## config.mk

```make
export PLATFORM = sky130hd
export DESIGN_NAME = vslot_opx
export DESIGN_NICKNAME = d
export VERILOG_FILES = /design/src/rtl/vslot_opx_pkg.sv /design/src/rtl/vslot_opx_gather.sv /design/src/rtl/vslot_opx_alu.sv /design/src/rtl/vslot_opx_mul.sv /design/src/rtl/vslot_opx.sv
export SDC_FILE = /design/constraint.sdc
export NUM_CORES = 1
export LEC_CHECK = 0
export ABC_AREA = 1
export BUFFER_PORTS_ARGS = -buffer_cell sky130_fd_sc_hd__buf_2
export CAP_MARGIN = 10
export CORE_ASPECT_RATIO = 2
export CORE_MARGIN = 3
export CORE_UTILIZATION = 39
export DETAILED_ROUTE_END_ITERATION = 7
export PLACE_DENSITY = 0.8
export REMOVE_ABC_BUFFERS = 1
export SYNTH_ARGS = -nofsm -noshare
export SYNTH_HDL_FRONTEND = slang
export SYNTH_SLANG_ARGS = --single-unit
```

## constraint.sdc

```tcl
create_clock -name clk -period 0.8 [get_ports clk]
set_input_delay 0.12 -clock clk [delete_from_list [all_inputs] [get_ports clk]]
set_output_delay 0.12 -clock clk [all_outputs]
set_load 0.05 [all_outputs]
```

## src/rtl/vslot_opx_pkg.sv

```systemverilog
package vslot_opx_pkg;

    parameter int BUNDLE_W = 64;
    parameter int WORD_W   = 32;
    parameter int VREG_W   = 5;
    parameter int SUBOP_W  = 2;
    localparam int POS_W   = $clog2(BUNDLE_W);

    typedef enum logic {
        KIND_ALU = 1'b0,
        KIND_MUL = 1'b1
    } slot_kind_e;

    typedef enum logic {
        FORM_ADD  = 1'b0,
        FORM_MULT = 1'b1
    } mul_form_e;

    typedef struct packed {
        logic               valid;
        logic [VREG_W-1:0]  vt;
        logic [VREG_W-1:0]  vs;
        logic [VREG_W-1:0]  vr;
        logic [SUBOP_W-1:0] subop;
        logic [VREG_W-1:0]  mcand;
        logic [VREG_W-1:0]  third;
    } opx_state_t;

    // Position list for a 5-bit field, lowest bundle bit first.
    function automatic logic [5*POS_W-1:0] pos5(int p0, int p1, int p2, int p3, int p4);
        return {POS_W'(p4), POS_W'(p3), POS_W'(p2), POS_W'(p1), POS_W'(p0)};
    endfunction

    // Position list for a 2-bit field.
    function automatic logic [2*POS_W-1:0] pos2(int p0, int p1);
        return {POS_W'(p1), POS_W'(p0)};
    endfunction

endpackage

```

## src/rtl/vslot_opx_gather.sv

```systemverilog
module vslot_opx_gather
    import vslot_opx_pkg::*;
#(
    parameter int                         FIELD_W  = 5,
    parameter logic [FIELD_W*POS_W-1:0]   POS_LIST = '0
) (
    input  logic [BUNDLE_W-1:0] bundle_i,
    output logic [FIELD_W-1:0]  field_o
);

    // One tap per field bit; the position list fixes the source bundle bit.
    for (genvar i = 0; i < FIELD_W; i++) begin : g_tap
        localparam logic [POS_W-1:0] SRC = POS_LIST[i*POS_W +: POS_W];
        assign field_o[i] = bundle_i[SRC];
    end

endmodule

```

## src/rtl/vslot_opx_alu.sv

```systemverilog
module vslot_opx_alu
    import vslot_opx_pkg::*;
(
    input  logic [BUNDLE_W-1:0] bundle_i,
    output logic [VREG_W-1:0]   vt_o,
    output logic [VREG_W-1:0]   vs_o,
    output logic [VREG_W-1:0]   vr_o
);

    localparam logic [VREG_W*POS_W-1:0] VS_POS = pos5(16, 17, 18, 19, 20);
    localparam logic [VREG_W*POS_W-1:0] VT_POS = pos5(22, 23, 25, 26, 28);
    localparam logic [VREG_W*POS_W-1:0] VR_POS = pos5(29, 30, 31, 32, 35);

    vslot_opx_gather #(.FIELD_W(VREG_W), .POS_LIST(VS_POS)) u_vs (
        .bundle_i (bundle_i),
        .field_o  (vs_o)
    );

    vslot_opx_gather #(.FIELD_W(VREG_W), .POS_LIST(VT_POS)) u_vt (
        .bundle_i (bundle_i),
        .field_o  (vt_o)
    );

    vslot_opx_gather #(.FIELD_W(VREG_W), .POS_LIST(VR_POS)) u_vr (
        .bundle_i (bundle_i),
        .field_o  (vr_o)
    );

endmodule

```

## src/rtl/vslot_opx_mul.sv

```systemverilog
module vslot_opx_mul
    import vslot_opx_pkg::*;
(
    input  logic [BUNDLE_W-1:0] bundle_i,
    output logic [VREG_W-1:0]   low_o,    // bits 16..20: add vt / multiplicand
    output logic [VREG_W-1:0]   high_o,   // bits 41..45: add vs
    output logic [VREG_W-1:0]   third_o,  // shared third register field
    output logic [SUBOP_W-1:0]  subop_o   // multiply sub-operation code
);

    localparam logic [VREG_W*POS_W-1:0]  LOW_POS   = pos5(16, 17, 18, 19, 20);
    localparam logic [VREG_W*POS_W-1:0]  HIGH_POS  = pos5(41, 42, 43, 44, 45);
    localparam logic [VREG_W*POS_W-1:0]  THIRD_POS = pos5(22, 23, 35, 36, 37);
    localparam logic [SUBOP_W*POS_W-1:0] SUB_POS   = pos2(31, 32);

    vslot_opx_gather #(.FIELD_W(VREG_W), .POS_LIST(LOW_POS)) u_low (
        .bundle_i (bundle_i),
        .field_o  (low_o)
    );

    vslot_opx_gather #(.FIELD_W(VREG_W), .POS_LIST(HIGH_POS)) u_high (
        .bundle_i (bundle_i),
        .field_o  (high_o)
    );

    vslot_opx_gather #(.FIELD_W(VREG_W), .POS_LIST(THIRD_POS)) u_third (
        .bundle_i (bundle_i),
        .field_o  (third_o)
    );

    vslot_opx_gather #(.FIELD_W(SUBOP_W), .POS_LIST(SUB_POS)) u_sub (
        .bundle_i (bundle_i),
        .field_o  (subop_o)
    );

endmodule

```

## src/rtl/vslot_opx.sv

```systemverilog
module vslot_opx
    import vslot_opx_pkg::*;
(
    input  logic                clk,
    input  logic                rst_n,
    input  logic                strobe_i,
    input  logic [WORD_W-1:0]   bundle_lo_i,
    input  logic [WORD_W-1:0]   bundle_hi_i,
    input  logic                slot_kind_i,
    input  logic                form_i,
    output logic                valid_o,
    output logic [VREG_W-1:0]   vt_o,
    output logic [VREG_W-1:0]   vs_o,
    output logic [VREG_W-1:0]   vr_o,
    output logic [SUBOP_W-1:0]  subop_o,
    output logic [VREG_W-1:0]   mcand_o,
    output logic [VREG_W-1:0]   third_o
);

    logic [BUNDLE_W-1:0] bundle;
    logic [VREG_W-1:0]   alu_vt, alu_vs, alu_vr;
    logic [VREG_W-1:0]   mul_low, mul_high, mul_third;
    logic [SUBOP_W-1:0]  mul_sub;
    slot_kind_e          kind;
    mul_form_e           form;
    opx_state_t          state_d, state_q;

    assign bundle = {bundle_hi_i, bundle_lo_i};
    assign kind   = slot_kind_e'(slot_kind_i);
    assign form   = mul_form_e'(form_i);

    vslot_opx_alu u_alu (
        .bundle_i (bundle),
        .vt_o     (alu_vt),
        .vs_o     (alu_vs),
        .vr_o     (alu_vr)
    );

    vslot_opx_mul u_mul (
        .bundle_i (bundle),
        .low_o    (mul_low),
        .high_o   (mul_high),
        .third_o  (mul_third),
        .subop_o  (mul_sub)
    );

    always_comb begin
        state_d       = state_q;
        state_d.valid = strobe_i;
        if (strobe_i) begin
            state_d.vt    = '0;
            state_d.vs    = '0;
            state_d.vr    = '0;
            state_d.subop = '0;
            state_d.mcand = '0;
            state_d.third = '0;
            if (kind == KIND_ALU) begin
                state_d.vt = alu_vt;
                state_d.vs = alu_vs;
                state_d.vr = alu_vr;
            end else if (form == FORM_MULT) begin
                // Both multiply sources share the one multiplicand field.
                state_d.subop = mul_sub;
                state_d.mcand = mul_low;
                state_d.third = mul_third;
            end else begin
                state_d.vt = mul_low;
                state_d.vs = mul_high;
                state_d.vr = mul_third;
            end
        end
    end

    always_ff @(posedge clk or negedge rst_n) begin
        if (!rst_n) begin
            state_q <= '0;
        end else begin
            state_q <= state_d;
        end
    end

    assign valid_o = state_q.valid;
    assign vt_o    = state_q.vt;
    assign vs_o    = state_q.vs;
    assign vr_o    = state_q.vr;
    assign subop_o = state_q.subop;
    assign mcand_o = state_q.mcand;
    assign third_o = state_q.third;


    valid_after_strobe_chk: assert property (@(posedge clk) disable iff (!rst_n)
        strobe_i |=> valid_o);


    valid_idle_chk: assert property (@(posedge clk) disable iff (!rst_n)
        !strobe_i |=> !valid_o);


    alu_vs_field_chk: assert property (@(posedge clk) disable iff (!rst_n)
        (strobe_i && slot_kind_i == 1'b0) |=> vs_o == $past(bundle_lo_i[20:16]));


    add_vs_field_chk: assert property (@(posedge clk) disable iff (!rst_n)
        (strobe_i && slot_kind_i && !form_i) |=> vs_o == $past(bundle_hi_i[13:9]));


    mult_subop_chk: assert property (@(posedge clk) disable iff (!rst_n)
        (strobe_i && slot_kind_i && form_i)
            |=> subop_o == {$past(bundle_hi_i[0]), $past(bundle_lo_i[31])});


    mult_unused_zero_chk: assert property (@(posedge clk) disable iff (!rst_n)
        (strobe_i && slot_kind_i && form_i)
            |=> (vt_o == '0 && vs_o == '0 && vr_o == '0));


    three_reg_unused_zero_chk: assert property (@(posedge clk) disable iff (!rst_n)
        (strobe_i && !(slot_kind_i && form_i))
            |=> (subop_o == '0 && mcand_o == '0 && third_o == '0));


    hold_idle_chk: assert property (@(posedge clk) disable iff (!rst_n)
        !strobe_i |=> ($stable(vt_o) && $stable(vs_o) && $stable(vr_o)
                       && $stable(subop_o) && $stable(mcand_o) && $stable(third_o)));

endmodule

```

; After elaboration in Yosys (flattened, before gate mapping)
; Cells that the tools add are included.
[word_totals]
register_bits = 28
input_bits = 69
output_inout_bits = 28
wordCells = 11
[classes]
mux = 4
[op_table]
columns = cell, n
row1 = two-way mux 15 bit, 2
row2 = two-way mux 12 bit, 2

; Logic depth before layout (Yosys ltp)
; Gate-level depths: netlist of the first run.
[depth]
depth_word = 2
mapped_depth = 6
ltp_nobuf = 4

; Hierarchy
; Synthesis of the first run repeated with hierarchy kept, for this count alone.
[hier_totals]
cells_unflattened = 179
hier_area_um2 = 1498.9
[by_module_without_submodules]
columns = mod, n_inst, cells_each, area_each_um2
row1 = vslot_opx, 1, 147, 1258.7
row2 = vslot_opx_gather at u_alu.u_vr ..., 6, 5, 37.5
row3 = vslot_opx_gather at u_mul.u_sub, 1, 2, 15.0

; Worst setup path after synthesis of the first run
; No wires, ideal clock.
[synth_path]
kind = register -> register
start = register, netlist name vr_o[2]
end = register state_q, in the netlist vr_o[2]
t_arrival_ns = 0.739
required_ns = 0.675
path_slack_ns = -0.064
path_stages_with_launch = 3
synth_period_minus_slack_ns = 0.864
path_cell_list = dfrtp_1 nand2_1 nand3_1
[synth_rtl]
columns = element, line
row1 = "end signal, assigned", vslot_opx.sv:78  ; state_q <= state_d;
row2 = "end, declared", vslot_opx.sv:26  ; opx_state_t state_d, state_q;

; Worst setup path in the final report of the first run
[layout_path]
start = register state_q, in the netlist mcand_o[0]
end = output port mcand_o[0]
[layout_rtl]
columns = element, line
row1 = "end, declared", vslot_opx.sv:16  ; output logic [VREG_W-1:0] mcand_o,
; No word-level cell between the ends.

==> results.md, run 1 <==
- Hold path start: bundle_lo_i[25]
- Row cnt: 29
- DR pass1 iterations: 4
- Power Dens Cells: 1800 nW/um2
- Synthesized instance count: 157
- Post-synthesis xor/xnor area fraction: 0%
- Adder-Cell Fraction of Synth Area: 0%
- Max-slew headroom: 65.3%
- Mean post-synth cell area: 8.26 um2
- Max-cap violations: 0
- Run status: finished, violations left
- Final #Nets: 304
- Buf+Inv Stages, Crit Path: 1
- Top delay family on crit path: flip-flops
- Startpoint Class: flip-flop
- Die ar.: 4100 um2
- HPWL Detailed: 2280 um
- Fin. Hold Viols: 0
- Post-synthesis register bit count: 28
- CP Data Arrival Time: 840 ps
- Fin util: 63.9%
- Area contributors post-synth: dfrtp_1, nand2_1, nand3_1
- CP Cell Sequence: buf_6
- # clock sinks: 28
- Clock Path Buffers: 2
- TritonCTS clock tree: yes
- RSZ-0062 raised after global routing: true
- CTS clk-pin slew, worst paths: 90 ps
- Critical path launch point: mcand_o[0]
- Top cell type's share of synthesized area: 54.0%
- Sequential element share of the synthesized area: 54.0%
- Total Wirelength: 3460 um
- DRC violation count after routing: 0
- Failing checks: setup timing
- Largest area contributor in the netlist: dfrtp_1
- # setup viols final: 29
- EDFF count, synth: 0
- Top-count cell post-synth: nand2_1
- CP Max Fanout: 2
- Vias per cell: 4.93
- Maximum clock rate: 1040 MHz
- Final WS setup: -164 ps
- Simple-gate share of the synthesized area: 29.8%
- Hold crit path type: input port to flip-flop
- Slowest stage delay, CP: 410 ps
- CP Data Required Time: 680 ps
- Peak VDD IR: 1.48 mV
- P&R area growth vs syn: 57.4%
- Worst Max-Slew Pin Slew: 520 ps
- Synth cell count leaders: nand2_1, nand3_1, dfrtp_1, inv_1, o21ai_1
- Setup CP Type: flip-flop to primary output
- # port buffers: 54
- Layout cells sized above 1: 43.2%
- Critical R2R Launch: subop_o[1]
- ANT cells: 0
- Gr usage total: 17.8%
- DR vias: 1,307
- Post-layout min period: 964 ps
- Largest net degree at the start of global routing: 29
- Mapped cell area: 1300 um2
- Static Leak: 1.16 nW
- Cts bufs inserted: 3
- Gr ovfl total: 0
- Vias in the first global route: 1,288
- Worst hold slack: 98.1 ps
- Synth Area in Compound Gates: 4.92%
- Gp weighted congestion: 0.763
- Worst skew pair latency: 270 ps
- Core Area: 3190 um2
- Largest family of logic cells by synthesized area: simple AND/OR/NAND/NOR gates
- Most used DFF post-synth: dfrtp_1
- Initial antenna violation count: 0
- CP max stage cell: dfrtp_1
- Period utilization: 121%
- Routed Antenna Nets: 0
- Clock skew: 0 ps
- Io pins: 97
- Multiplexer share of the synthesized area: 0%
- Die H: 87.6 um
- Synth warn: 0
- Global-route wire length before repair: 5460 um
- Die W: 46.8 um
- Final Max Tran Viols: 0
- Htree depth: 1
- Crit end category: primary output
- Async S/R FF share, synth: 100%
- Initial Utilization: 40.6%
- Root buf cell: clkbuf_8
- Avg WL per Cell: 13.0 um
- Detailed Route Iter0 Violations: 9
- Netlist cell types: 11
## state kept, by name, indices dropped and copies added, names as in the netlist
signal	flops
vs_o	5
subop_o	2
mcand_o	5
third_o	5
valid_o	1
vr_o	5
vt_o	5
## cell type report
class                           count  area, um2
Sequential cell                    28        701
Inverter                           17       63.8
Fill cell                         283       1150
Timing Repair Buffer               82        691
Clock buffer                        4       55.1
Multi-Input combinational cell    103        493
Tap cell                           31       38.8
## path summary, 6_finish.rpt
path                               to  slack (ps)  cells after the start
max                        mcand_o[0]        -160                      1
min                           vt_o[2]         100                      3
max reg2reg                subop_o[1]         -70                      4
min reg2reg                mcand_o[2]         530                      2
max in group asynchronous     vs_o[1]         320                      3
min in group asynchronous  third_o[0]         330                      3
## power breakdown
part | total [mW] | switching [mW] | internal [mW]
combinational | 1.22 | 0.729 | 0.487
sequential | 1.62 | 0.0864 | 1.53
clock | 0.845 | 0.405 | 0.440
total | 3.68 | 1.22 | 2.46
## routing by layer
layer  wire (um)  share of wire, %  track usage, %  vias up
met5           0                 0               0        -
met4          50               1.4            7.05        0
met3         189               5.5            2.06        4
met2        1890                55            31.4       46
met1        1330                38            20.6      613
li1            -                 -               -      644
## cells by family (layout without fill, tap and decap cells)
logic type	count (synthesis)	after routing
AO/OA/AOI/OAI	12	12
AND/OR/NAND/NOR	91	91
flip-flops	28	28
buffers and inverters	26	103
## timing repair
item,CTS,global route
resized for setup,56,16
endpoints found under the setup margin,28,37
hold endpoints to repair,28,0
pin swaps,0,9
setup buffers,13,8
hold buffers,1,0
## metrics by stage
stage / total power, mW / setup TNS, ps / cells / worst slack (ps) / area, um2
after global routing: 3.87 / -5170 / 265 / -194 / 2040
after floorplan: 2.20 / -1610 / 148 / -67.7 / 1210
after global placement: 2.54 / -2080 / 243 / -97.7 / 1620
final: 3.68 / -4180 / 265 / -164 / 2040
after CTS: 3.65 / -4310 / 261 / -175 / 1960
after detailed placement: 2.55 / -2440 / 243 / -122 / 1620
## cells in the final DEF, fill, tap and decap left out, drive strengths merged
cell type and n:
buf 81, nand2 60, nand3 30, dfrtp 28, inv 17, o21ai 12
clkbuf 4, nor2 1, dlygate4sd3 1
(Power assumes the default switching activity.)
==> run 2: changes to the inputs <==
--- a/config.mk
+++ b/config.mk
@@ -5,7 +5,6 @@
 export SDC_FILE = /design/constraint.sdc
 export NUM_CORES = 1
 export LEC_CHECK = 0
-export ABC_AREA = 1
 export BUFFER_PORTS_ARGS = -buffer_cell sky130_fd_sc_hd__buf_2
 export CAP_MARGIN = 10
 export CORE_ASPECT_RATIO = 2
==> results.md, run 2 <==
- Cts bufs inserted: 3 (unchanged)
- Met1 usage: 20.9% (+0.24 points)
- Setup CP Type: flip-flop to primary output
- Detailed Route Iter0 Violations: 18 (+9)
- DR vias: 1,191 (-8.9%)
- Mapped cell area: 1280 um2 (-0.96%)
- Setup TNS Final: -4400 ps (-228 ps)
- Static Leak: 0.915 nW (-21%)
- Async S/R FF share, synth: 100% (unchanged)
- Die H: 87.2 um (-0.45%)
- Gp weighted congestion: 0.676 (-11%)
- Hold crit path type: input port to flip-flop
- Avg WL per Cell: 13.7 um (+5.0%)
- Gr usage total: 16.9% (-0.88 points)
- Total power: 3.56 mW (-3.2%)
- Largest family of logic cells by synthesized area: simple AND/OR/NAND/NOR gates
- Worst hold slack: 91.3 ps (-6.77 ps)
- Final Max Tran Viols: 0 (unchanged)
- Htree depth: 1 (unchanged)
- Period utilization: 123% (+2.2 points)
- HPWL Detailed: 2210 um (-3.0%)
- Area of the multi-input gates: 495 um2 (+0.51%)
- P&R area growth vs syn: 51.9%
- Synth cell count leaders: dfrtp_1, a31oi_1, nand2b_1, nand3b_1, nor2_1
- Vias in the first global route: 1,139 (-12%)
- CP Cell Sequence: buf_6
- Post-Layout Cell Count: 231 (-13%)
- Multiplexer share of the synthesized area: 0% (unchanged)
- Clock skew: 0 ps (unchanged)
- Layout cells sized above 1: 39.8% (-3.4 points)
- Total Wirelength: 3160 um (-8.5%)
- Power Dens Cells: 1820 nW/um2 (+1.3%)
- Post-Place Cells: 217 (-11%)
- CTS clk-pin slew, worst paths: 90 ps (about the same)
- Final #Nets: 272 (-11%)
- Failing checks: setup timing
- Synth warn: 0 (unchanged)
- Post-synthesis xor/xnor area fraction: 0% (unchanged)
- Simple-gate share of the synthesized area: 24.2% (-5.6 points)
- CP Data Arrival Time: 860 ps (+20 ps)
- Sequential element share of the synthesized area: 54.5% (+0.53 points)
- Finished Cell Area: 1950 um2 (-4.4%)
- Most frequent cells in the layout: buf_6, dfrtp_1, buf_2
- Sequential cell area: 701 um2 (unchanged)
- CP Max Fanout: 2 (unchanged)
- Post-synthesis register bit count: 28 (unchanged)
- Global-route wire length before repair: 5090 um (-6.8%)
- Routed Antenna Nets: 0 (unchanged)
- Worst Max-Slew Pin Slew: 301 ps (-218 ps)
- Most used DFF post-synth: dfrtp_1
- Final WS setup: -182 ps (-17.7 ps)
- Vias per cell: 5.16 (+4.5%)
- Max-cap violations: 0 (unchanged)
- Largest net degree at the start of global routing: 36 (+24%)
- Clock Path Buffers: 2 (unchanged)
- Startpoint Class: flip-flop
- Met2 Usage GRT: 27.9% (-3.5 points)
- ANT cells: 0 (unchanged)
- Synthesized instance count: 136 (-13%)
- Adder-Cell Fraction of Synth Area: 0% (unchanged)
- Initial Utilization: 42.2% (+1.5 points)
- Layout fillers: 248 (-12%)
- Die ar.: 4060 um2 (-0.87%)
- Peak VDD IR: 1.36 mV (-8.1%)
- Post-layout min period: 982 ps (+17.7 ps)
- DRC violation count after routing: 0 (unchanged)
- EDFF count, synth: 0 (unchanged)
- Crit end category: primary output
- Max-slew headroom: 79.9% (+15 points)
- Root buf cell: clkbuf_8
- Buf+Inv Stages, Crit Path: 1 (unchanged)
- # clock sinks: 28 (unchanged)
- CP Data Required Time: 680 ps (about the same)
- TritonCTS clock tree: yes
- Initial antenna violation count: 0 (unchanged)
- Gr ovfl total: 0 (unchanged)
- DR pass1 iterations: 4 (unchanged)
- # setup viols final: 31 (+6.9%)
- Row cnt: 28 (-3.4%)
- RSZ-0062 raised after global routing: true
- Run status: finished, violations left
- Core Area: 3050 um2 (-4.5%)
- Synth Area in Compound Gates: 13.1% (+8.2 points)
- Die W: 46.6 um (-0.42%)
- Grt peak-use layer: met2
- Commonest non-fill, non-tap cell in the layout: buf_6
- Place WS: -51.3 ps (+71.1 ps)
- Area contributors post-synth: dfrtp_1, nand3b_1, a31oi_1
- Io pins: 97 (unchanged)
- Met3 GRT Util: 2.69% (+0.63 points)
- Maximum clock rate: 1020 MHz (-1.8%)
- Top delay family on crit path: flip-flops
- Fin. Hold Viols: 0 (unchanged)
- # port buffers: 54 (unchanged)
- Top-count cell post-synth: dfrtp_1
- Top cell type's share of synthesized area: 54.5% (+0.53 points)
- Fin util: 64.0% (+0.090 points)
- Largest area contributor in the netlist: dfrtp_1
- Netlist cell types: 11 (unchanged)
- CP max stage cell: dfrtp_1
- Placement Cell Area: 1630 um2 (+0.46%)
- Slowest stage delay, CP: 420 ps (about the same)
- Worst skew pair latency: 270 ps (about the same)
- Mean post-synth cell area: 9.45 um2 (+14%)
## run 2: cell families after synthesis
group | Yosys count
DFF | 28
AOI/OAI and AO/OA | 27
buffers and inverters | 23
and+or+nand+nor | 58
## run 2: what timing repair did
| item | in CTS | in global routing |
|---|---|---|
| endpoints found under the hold margin | 28 | 0 |
| endpoints found under the setup margin | 28 | 30 |
| buffers inserted | 4 | 7 |
| gates resized for setup | 56 | 7 |
| hold buffers | 1 | 0 |
## run 2: per-layer routing
layer,share of wire (%),wire length (um)
met5,0,0
met4,2.3,72
met3,6.0,189
met2,55,1730
met1,37,1170
## run 2: layout make-up
| class | instances | area share [%] |
|---|---|---|
| flip-flops and latches | 28 | 35.9 |
| repair buffers | 73 | 32.4 |
| multi-input cells | 85 | 25.4 |
| inverters | 12 | 2.31 |
| clock buffers | 3 | 2.12 |
| well taps | 30 | 1.92 |
## run 2: where the power goes
group | switching, mW | internal, mW
clock | 0.417 | 0.338
combinational | 0.706 | 0.479
sequential | 0.0884 | 1.53
## run 2: path summary, 6_finish.rpt
check	cells after the start	slack [ps]	start	end
worst max-delay path	1	-180	vs_o[3]	vs_o[3]
worst min-delay path	3	90	bundle_lo_i[31]	subop_o[0]
worst max register to register	4	-70	vr_o[4]	vr_o[4]
worst min register to register	2	540	third_o[3]	third_o[3]
max in group asynchronous	3	160	rst_n	vr_o[3]
min in group asynchronous	2	250	rst_n	vt_o[2]
